===== src/rtl/ttb_pkg.sv =====
package ttb_pkg;
  localparam int unsigned ADDR_W   = 32;
  localparam int unsigned CTL_W    = 3;
  localparam int unsigned SEL_W    = 3;
  localparam int unsigned IDX_W    = 12;   // section index bits
  localparam int unsigned ALIGN_W  = 14;   // 16 KB table alignment
  localparam int unsigned DOM_W    = 4;
  localparam int unsigned PERM_W   = 2;
  localparam int unsigned TYPE_W   = 2;
  localparam int unsigned DOM_LSB  = 5;

  typedef enum logic [SEL_W-1:0] {
    SEL_BASE0 = 3'd0,
    SEL_BASE1 = 3'd1,
    SEL_CTL   = 3'd2,
    SEL_DACR  = 3'd3
  } reg_sel_e;
endpackage


===== src/rtl/ttb_regfile.sv =====
module ttb_regfile
  import ttb_pkg::*;
#(
  parameter int unsigned AW = ADDR_W,
  parameter int unsigned CW = CTL_W,
  parameter int unsigned SW = SEL_W
) (
  input  logic          clk_i,
  input  logic          rst_ni,
  input  logic          we_i,
  input  logic [SW-1:0] sel_i,
  input  logic [AW-1:0] wdata_i,
  output logic [AW-1:0] rdata_o,
  output logic [AW-1:0] base0_o,
  output logic [AW-1:0] base1_o,
  output logic [CW-1:0] ctl_o,
  output logic [AW-1:0] dacr_o
);
  logic [AW-1:0] base0_q, base1_q, dacr_q;
  logic [CW-1:0] ctl_q;

  always_ff @(posedge clk_i or negedge rst_ni) begin
    if (!rst_ni) begin
      base0_q <= '0;
      base1_q <= '0;
      ctl_q   <= '0;
      dacr_q  <= '0;
    end else if (we_i) begin
      case (sel_i)
        SEL_BASE0: base0_q <= wdata_i;
        SEL_BASE1: base1_q <= wdata_i;
        SEL_CTL:   ctl_q   <= wdata_i[CW-1:0];
        SEL_DACR:  dacr_q  <= wdata_i;
        default: ;
      endcase
    end
  end

  always_comb begin
    case (sel_i)
      SEL_BASE0: rdata_o = base0_q;
      SEL_BASE1: rdata_o = base1_q;
      SEL_CTL:   rdata_o = {{(AW-CW){1'b0}}, ctl_q};
      SEL_DACR:  rdata_o = dacr_q;
      default:   rdata_o = '0;
    endcase
  end

  assign base0_o = base0_q;
  assign base1_o = base1_q;
  assign ctl_o   = ctl_q;
  assign dacr_o  = dacr_q;

  p_ctl_keep_r1: assert property (@(posedge clk_i) disable iff (!rst_ni)
    (we_i && sel_i == SEL_CTL) |=> (ctl_q == $past(wdata_i[CW-1:0])));

  p_hold_r10: assert property (@(posedge clk_i) disable iff (!rst_ni)
    !we_i |=> ($stable(base0_q) && $stable(base1_q) && $stable(ctl_q) && $stable(dacr_q)));

  p_base_wr_r2: assert property (@(posedge clk_i) disable iff (!rst_ni)
    (we_i && sel_i == SEL_BASE1) |=> (base1_q == $past(wdata_i)));
endmodule


===== src/rtl/ttb_select.sv =====
module ttb_select
  import ttb_pkg::*;
#(
  parameter int unsigned AW = ADDR_W,
  parameter int unsigned CW = CTL_W,
  parameter int unsigned IW = IDX_W,
  parameter int unsigned LW = ALIGN_W
) (
  input  logic [AW-1:0] vaddr_i,
  input  logic [AW-1:0] base0_i,
  input  logic [AW-1:0] base1_i,
  input  logic [CW-1:0] ctl_i,
  output logic          use_b1_o,
  output logic [AW-1:0] desc_addr_o
);
  localparam logic [AW-1:0] LOW_ONES = {{(AW-LW){1'b0}}, {LW{1'b1}}};
  localparam int unsigned   PAD_W    = AW - IW - 2;

  logic [AW-1:0] split_mask, b0_mask, base_sel, index;

  // top-N region mask and base 0 alignment both follow N
  assign split_mask = ~({AW{1'b1}} >> ctl_i);
  assign b0_mask    = ~(LOW_ONES >> ctl_i);
  assign use_b1_o   = |(vaddr_i & split_mask);
  assign base_sel   = use_b1_o ? (base1_i & ~LOW_ONES) : (base0_i & b0_mask);
  assign index      = {{PAD_W{1'b0}}, vaddr_i[AW-1 -: IW], 2'b00};
  assign desc_addr_o = base_sel | index;
endmodule


===== src/rtl/ttb_desc_decode.sv =====
module ttb_desc_decode
  import ttb_pkg::*;
#(
  parameter int unsigned AW = ADDR_W,
  parameter int unsigned DW = DOM_W,
  parameter int unsigned PW = PERM_W,
  parameter int unsigned TW = TYPE_W,
  parameter int unsigned DL = DOM_LSB
) (
  input  logic [AW-1:0] desc_i,
  input  logic [AW-1:0] dacr_i,
  output logic [TW-1:0] type_o,
  output logic [DW-1:0] domain_o,
  output logic [PW-1:0] perm_o
);
  localparam int unsigned NDOM = 1 << DW;

  logic [PW-1:0] fields [NDOM];

  for (genvar g = 0; g < NDOM; g++) begin : g_field
    assign fields[g] = dacr_i[g*PW +: PW];
  end

  assign type_o   = desc_i[TW-1:0];
  assign domain_o = desc_i[DL +: DW];
  assign perm_o   = fields[domain_o];
endmodule


===== src/rtl/ttb_addr_gen.sv =====
module ttb_addr_gen
  import ttb_pkg::*;
(
  input  logic                  clk_i,
  input  logic                  rst_ni,
  input  logic                  reg_we_i,
  input  logic [SEL_W-1:0]      reg_sel_i,
  input  logic [ADDR_W-1:0]     reg_wdata_i,
  output logic [ADDR_W-1:0]     reg_rdata_o,
  input  logic [ADDR_W-1:0]     vaddr_i,
  output logic                  use_base1_o,
  output logic [ADDR_W-1:0]     desc_addr_o,
  input  logic [ADDR_W-1:0]     desc_i,
  output logic [TYPE_W-1:0]     desc_type_o,
  output logic [DOM_W-1:0]      desc_domain_o,
  output logic [PERM_W-1:0]     domain_perm_o
);
  logic [ADDR_W-1:0] base0, base1, dacr;
  logic [CTL_W-1:0]  ctl;

  ttb_regfile u_regs (
    .clk_i   (clk_i),
    .rst_ni  (rst_ni),
    .we_i    (reg_we_i),
    .sel_i   (reg_sel_i),
    .wdata_i (reg_wdata_i),
    .rdata_o (reg_rdata_o),
    .base0_o (base0),
    .base1_o (base1),
    .ctl_o   (ctl),
    .dacr_o  (dacr)
  );

  ttb_select u_sel (
    .vaddr_i     (vaddr_i),
    .base0_i     (base0),
    .base1_i     (base1),
    .ctl_i       (ctl),
    .use_b1_o    (use_base1_o),
    .desc_addr_o (desc_addr_o)
  );

  ttb_desc_decode u_dec (
    .desc_i   (desc_i),
    .dacr_i   (dacr),
    .type_o   (desc_type_o),
    .domain_o (desc_domain_o),
    .perm_o   (domain_perm_o)
  );

  p_n0_base0_r3: assert property (@(posedge clk_i) disable iff (!rst_ni)
    (ctl == '0) |-> !use_base1_o);

  p_b1_align_r5: assert property (@(posedge clk_i) disable iff (!rst_ni)
    use_base1_o |-> (desc_addr_o[ALIGN_W-1:0] == {vaddr_i[ADDR_W-1 -: IDX_W], 2'b00}));

  p_low_zero_r6: assert property (@(posedge clk_i) disable iff (!rst_ni)
    desc_addr_o[1:0] == 2'b00);

  p_n0_align_r4: assert property (@(posedge clk_i) disable iff (!rst_ni)
    (ctl == '0) |-> (desc_addr_o[ADDR_W-1:ALIGN_W] == base0[ADDR_W-1:ALIGN_W]));

  p_dacr_zero_r9: assert property (@(posedge clk_i) disable iff (!rst_ni)
    (dacr == '0) |-> (domain_perm_o == '0));
endmodule


===== config.mk =====
export PLATFORM = sky130hd
export DESIGN_NAME = ttb_addr_gen
export DESIGN_NICKNAME = d
export VERILOG_FILES = /design/src/rtl/ttb_pkg.sv /design/src/rtl/ttb_regfile.sv /design/src/rtl/ttb_select.sv /design/src/rtl/ttb_desc_decode.sv /design/src/rtl/ttb_addr_gen.sv
export SDC_FILE = /design/constraint.sdc
export NUM_CORES = 1
export LEC_CHECK = 0
export ABC_AREA = 1
export BUFFER_PORTS_ARGS = -buffer_cell sky130_fd_sc_hd__buf_4
export CAP_MARGIN = 25
export CORE_ASPECT_RATIO = 0.8
export CORE_MARGIN = 5
export CORE_UTILIZATION = 47
export CTS_CLUSTER_DIAMETER = 100
export DETAILED_ROUTE_END_ITERATION = 12
export GPL_ROUTABILITY_DRIVEN = 0
export PLACE_DENSITY = 0.77
export SLEW_MARGIN = 10
export SYNTH_ARGS = -nofsm -noshare
export SYNTH_HDL_FRONTEND = slang
export SYNTH_HIERARCHICAL = 1
export SYNTH_SLANG_ARGS = --single-unit

===== constraint.sdc =====
create_clock -name clk_i -period 1.53 [get_ports clk_i]
set_input_delay 0.2295 -clock clk_i [delete_from_list [all_inputs] [get_ports clk_i]]
set_output_delay 0.2295 -clock clk_i [all_outputs]
set_load 0.02 [all_outputs]

==> flow_metrics.py, run 1 <==
metrics = {
    "grt": {
        "track_usage": 0.2092,
        "first_global_vias": 4929,
        "grt_pass1_wl_um": 24670,
        "globalRouteOverflowTotal": 0,
        "grt_antenna_before_repair": 0,
        "grt_max_degree": 47,
    },
    "routing": {
        "wl_met1_um": 7078,
        "wire_per_inst_um": 15.10,
        "viasPerCell": 5.054,
        "totalWireLength_um": 15660,
        "wl_met2_um": 7394,
        "ant_nets": 0,
        "drt_iter0_drc": 299,
        "met3_length_um": 1058,
        "vias": 5241,
        "top_layer_used": "met4",
        "drc": 0,
        "drt_first_pass_iters": 5,
    },
    "timing": {
        "finalMaxSlewViolations": 0,
        "period_minus_slack_ps": 2150,
        "rsz0062_at_grt": "yes",
        "tightestPinTransition_ps": 511.3,
        "hold_violations": 0,
        "max_freq_mhz": 465.1,
        "whs_ps": 101.1,
        "min_period_over_period": 1.405,
        "setup_ws_ps": -619.9,
        "setup-violations-final": 31,
        "fin_skew_ps": 0,
        "max_slew_margin": 0.6591,
    },
    "logic_synthesis": {
        "synth_top_cell_by_area": "dfrtp_1",
        "syn_area_per_cell_um2": 7.827,
        "ys_async_sr_fraction": 1.000,
        "ys_types": 28,
        "netlist.area_leader.share": 0.4254,
        "synth_flop_cell": "dfrtp_1",
        "synth_seq_cells": 99,
        "synth_area_mm2": 0.005823,
        "yosysMostFrequentCell": "nand2_1",
        "yosysSeqAreaShare": 0.4254,
        "synth_common_cells": "nand2_1 (286), dfrtp_1 (99), nand3_1 (81)",
        "synth_edf_count": 0,
        "yosys-top-cells-area": "dfrtp_1 (43%), nand2_1 (18%), o21ai_2 (8.9%), nand3_1 (7.0%), inv_1 (5.2%)",
        "synthCells": 744,
        "ys_warn_count": 6,
    },
    "placed_design": {
        "placedCellCount": 988,
        "post_dp_cell_area_mm2": 0.006802,
        "placement.io_buffers": 112,
        "hpwlAfterDp_um": 10480,
    },
    "layout": {
        "multi_input_area_mm2": 0.002761,
        "syn_to_final_growth_pct": 32.02,
        "ff_latch_area_mm2": 0.002481,
        "num_antenna_cells": 0,
        "drive_above_1_share": 0.3740,
        "n_fill_cell": 1085,
        "final_area_mm2": 0.007687,
        "final-instance-count-excl-fill": 1037,
        "final_nets": 983,
    },
    "clocking": {
        "cts_buffers": 9,
        "h-tree-depth": 3,
        "clkTransAtPathRegs_ps": 70,
        "insertion_delay_ps": 340,
        "clock-root-buffer": "clkbuf_16",
        "clock_path_buffers": 2,
        "clkSinkCount": 99,
        "cts_tree": "built",
    },
    "setup_path": {
        "r2r_start": "u_regs/ctl_o[2]$_DFFE_PN0P_",
        "startpoint_type": "flip-flop",
        "r2r_slack_ps": 430,
        "path_class": "flip-flop to output port",
        "cp.arrival_ps": 1920,
        "path_max_fanout": 9,
        "worstReg2RegEnd": "u_regs/ctl_o[2]$_DFFE_PN0P_",
        "required_ps": 1300,
        "cp-end-kind": "output port",
        "r2r_cells": 5,
    },
    "min_path": {
        "hold_end": "u_regs/ctl_o[1]$_DFFE_PN0P_",
        "hp-start": "reg_wdata_i[1]",
        "min_path_cells": 3,
        "min_path_type": "input pin to flip-flop",
    },
    "floorplanning": {
        "die_x_um": 134.4,
        "num_rows": 36,
        "core-area_mm2": 0.01216,
        "die_h_um": 109.6,
        "start_util": 0.4788,
        "dieArea_mm2": 0.01473,
        "ios": 175,
    },
    "run_status": {
        "status": "finished with violations",
        "violations": "setup timing",
    },
    "power": {
        "p_leak_nw": 4.012,
        "ir_drop_v": 0.0006162,
        "power_density_mw_per_mm2": 1192,
        "power_mw": 9.166,
    },
    "flow_run": {
        "max-cap-violations": 0,
    },
}
==> metrics by stage <==
step	setup WS (ps)	util	TNS, ps
floorplan	1.074	-	0
global placement	-127.9	0.5593	-2703
detailed placement	-167.7	0.5593	-3411
CTS	-538.7	0.6011	-13610
global route	-711.9	0.6321	-18430
finish	-619.9	0.6321	-15600
==> layout by cell type (no fill, tap or decap), drive strengths merged, types with 2 or more instances in the layout <==
cell,Yosys,routed
dfrtp,99,99
clkinv,0,3
nand2,303,303
nor3,2,2
nand4,2,2
nor2,15,15
inv,83,84
clkbuf,4,11
nand3,83,83
buf,48,174
conb,1,2
nand3b,5,5
o21ai,97,97
==> worst max-delay path, cell delays in order, from the launching register on <==
cell       delay [ps]
dfrtp_2           490
nor2_4            120
nand2_2            60
nand2_2            80
nand2_4            70
nor2_8            150
buf_12            140
clkbuf_16         160
nand3_1            90
nand2_2            70
buf_4             130
==> timing repair <==
action	in CTS	in global routing
pin swaps	11	20
resized for setup	18	51
endpoints found under the hold margin	31	0
cloned	0	2
hold buffers	1	0
endpoints found under the setup margin	31	32
setup buffers	20	11
==> kinds of logic (layout without fill, tap and decap cells) <==
| group | count (synthesis) | count (layout) | share of synthesized area |
|---|---|---|---|
| simple gates | 411 | 411 | 0.3135 |
| other cells | 1 | 2 | 0.0006440 |
| flops | 99 | 99 | 0.4254 |
| compound gates | 98 | 98 | 0.1223 |
| buf+inv | 135 | 275 | 0.1382 |
==> registers in the layout (all words and copies together), names as in the netlist <==
register and cells:
u_regs/base0_o 32, u_regs/base1_o 32, u_regs/ctl_o 3, u_regs/dacr_o 32
==> routing by layer <==
| layer | GRT usage | vias to the layer above |
|---|---|---|
| met4 | 0.04651 | 0 |
| met1 | 0.2827 | 2464 |
| met5 | 0 | - |
| li1 | - | 2599 |
| met2 | 0.3479 | 164 |
| met3 | 0.04712 | 14 |
==> worst max-delay path by stage <==
| stage | from | endpoint | depth (start not counted) |
|---|---|---|---|
| floorplan | u_regs/ctl_o[1]$_DFFE_PN0P_ | desc_addr_o[23] | 9 |
| global placement | u_regs/ctl_o[1]$_DFFE_PN0P_ | desc_addr_o[26] | 9 |
| detailed placement | u_regs/ctl_o[2]$_DFFE_PN0P_ | desc_addr_o[26] | 9 |
| CTS | u_regs/ctl_o[1]$_DFFE_PN0P_ | desc_addr_o[26] | 9 |
| global route | u_regs/ctl_o[2]$_DFFE_PN0P_ | desc_addr_o[28] | 10 |
| finish | u_regs/ctl_o[2]$_DFFE_PN0P_ | desc_addr_o[28] | 10 |
==> where the power goes <==
part           leakage [nW]  switching [mW]  internal [mW]
clock                 0.142           0.973           1.26
sequential             1.24           0.396           3.11
combinational          2.63            1.82           1.61
==> final cells by class <==
type                    instances  area share
clock buffers                   9     0.02930
flip-flops and latches         99      0.3228
clock inverters                 6    0.008464
inverters                      83     0.04085
multi-input cells             511      0.3592
well taps                     152     0.02474
repair buffers                177      0.2147
Note: power is estimated with default switching activity, not from simulation.
==> run 2: changes to the inputs <==
--- a/config.mk
+++ b/config.mk
@@ -14,6 +14,7 @@
 export CTS_CLUSTER_DIAMETER = 100
 export DETAILED_ROUTE_END_ITERATION = 12
 export GPL_ROUTABILITY_DRIVEN = 0
+export MAX_ROUTING_LAYER = met4
 export PLACE_DENSITY = 0.77
 export SLEW_MARGIN = 10
 export SYNTH_ARGS = -nofsm -noshare
==> flow_metrics.py, run 2 (synthesized netlist as in run 1, its figures left out) <==
metrics = {
    "run_status": {
        "status": "finished with violations",
        "violations": "setup timing",
    },
    "floorplanning": {
        "num_rows": 36,
        "dieArea_mm2": 0.01473,
        "ios": 175,
        "start_util": 0.4788,
        "die_h_um": 109.6,
        "core-area_mm2": 0.01216,
        "die_x_um": 134.4,
    },
    "routing": {
        "wire_per_inst_um": 15.22,
        "drt_iter0_drc": 361,
        "drt_first_pass_iters": 5,
        "viasPerCell": 5.035,
        "drc": 0,
        "vias": 5221,
        "ant_nets": 0,
        "totalWireLength_um": 15780,
    },
    "power": {
        "ir_drop_v": 0.0006185,
        "power_density_mw_per_mm2": 1194,
        "p_leak_nw": 4.008,
    },
    "timing": {
        "fin_skew_ps": 0,
        "hold_violations": 0,
        "finalSetupTns_ps": -15210,
        "rsz0062_at_grt": "yes",
        "max_freq_mhz": 469.7,
        "whs_ps": 103.0,
        "tightestPinTransition_ps": 519.3,
        "finalMaxSlewViolations": 0,
        "setup_ws_ps": -599.0,
        "min_period_over_period": 1.392,
        "period_minus_slack_ps": 2129,
        "setup-violations-final": 31,
        "max_slew_margin": 0.6538,
    },
    "grt": {
        "track_usage": 0.2156,
        "first_global_vias": 4925,
        "globalRouteOverflowTotal": 0,
        "grt_max_degree": 47,
        "grt_antenna_before_repair": 0,
        "grt_pass1_wl_um": 24700,
    },
    "min_path": {
        "min_path_type": "input pin to flip-flop",
    },
    "setup_path": {
        "cp.arrival_ps": 1900,
        "path_max_fanout": 9,
        "cp_common_cell": "nand2_2",
        "path_class": "flip-flop to output port",
        "required_ps": 1300,
        "path_cells": "nand2_4, nand2_2, nand2_2, nand2_4, nor2_8, buf_12, buf_12, nand3_1, nand2_2, buf_6",
        "crit_path_max_incr_delay_ps": 490,
        "slowest_stage": "dfrtp_2",
        "startpoint_type": "flip-flop",
        "cp-end-kind": "output port",
    },
    "clocking": {
        "clkSinkCount": 99,
        "clkTransAtPathRegs_ps": 70,
        "clock-root-buffer": "clkbuf_16",
        "clock_path_buffers": 2,
        "h-tree-depth": 3,
        "cts_buffers": 9,
        "cts_tree": "built",
        "insertion_delay_ps": 340,
    },
    "flow_run": {
        "max-cap-violations": 0,
    },
    "layout": {
        "final_nets": 983,
        "layout_commonest_cell": "nand2_1",
        "drive_above_1_share": 0.3774,
        "syn_to_final_growth_pct": 31.86,
        "final_cell_mix": "nand2_1 (260), buf_4 (130), dfrtp_1 (96)",
        "num_antenna_cells": 0,
        "final_area_mm2": 0.007679,
    },
    "placed_design": {
        "placement.io_buffers": 112,
        "post_dp_cell_area_mm2": 0.006802,
        "hpwlAfterDp_um": 10480,
    },
}
-- run 2: cell type report --
cell class / instances / area (µm²)
Inverter: 83 / 314.1
Fill cell: 1086 / 4483
Sequential cell: 99 / 2481
Timing Repair Buffer: 177 / 1644
Multi-Input combinational cell: 511 / 2759
Tap cell: 152 / 190.2
Clock buffer: 9 / 225.2
Clock inverter: 6 / 65.06
-- run 2: path summary, 6_finish.rpt --
check	start	end	slack, ps	depth (start not counted)
hold / removal	reg_wdata_i[1]	u_regs/ctl_o[1]$_DFFE_PN0P_	100	3
setup reg to reg	u_regs/ctl_o[2]$_DFFE_PN0P_	u_regs/ctl_o[2]$_DFFE_PN0P_	430	5
setup / recovery	u_regs/ctl_o[2]$_DFFE_PN0P_	desc_addr_o[26]	-600	10
max in group asynchronous	rst_ni	u_regs/dacr_o[17]$_DFFE_PN0P_	600	3
hold reg to reg	u_regs/base1_o[3]$_DFFE_PN0P_	u_regs/base1_o[3]$_DFFE_PN0P_	480	2
min in group asynchronous	rst_ni	u_regs/ctl_o[0]$_DFFE_PN0P_	400	2
-- run 2: per-layer routing --
layer,global-route usage,vias up,wire [µm]
met5,-,-,0
met4,0.04651,0,144
met3,0.04254,12,843
met2,0.3476,147,7401
met1,0.2868,2468,7391
li1,-,2594,-
-- run 2: metrics by stage --
| stage | setup WS [ps] | instances | utilization | power, mW |
|---|---|---|---|---|
| 2_1_floorplan | 1.074 | 745 | - | 5.281 |
| 3_3_place_gp | -127.9 | 988 | 0.5593 | 6.207 |
| 3_5_place_dp | -167.7 | 988 | 0.5593 | 6.272 |
| 4_1_cts | -538.7 | 1024 | 0.6011 | 8.737 |
| 5_1_grt | -690.6 | 1037 | 0.6314 | 9.664 |
| 6_report | -599.0 | 1037 | 0.6314 | 9.168 |
-- run 2: what timing repair did --
action                                  in CTS  in global routing
hold buffers                                 1                  0
endpoints found under the hold margin       31                  0
endpoints found under the setup margin      31                 32
cloned                                       0                  2
resized for setup                           18                 54
pin swaps                                   11                 19
buffers inserted                            20                 11
-- run 2: where the power goes --
part	internal (mW)	switching [mW]	total, mW
logic	1.60	1.82	3.42
registers	3.11	0.396	3.51
clock network	1.26	0.978	2.24
-- run 2: worst max-delay path: cells and delay by family (launching register included) --
| kind | cells | cell delay (ps) |
|---|---|---|
| buffers and inverters | 3 | 390 |
| AND/OR/NAND/NOR | 7 | 670 |
| flip-flops | 1 | 490 |
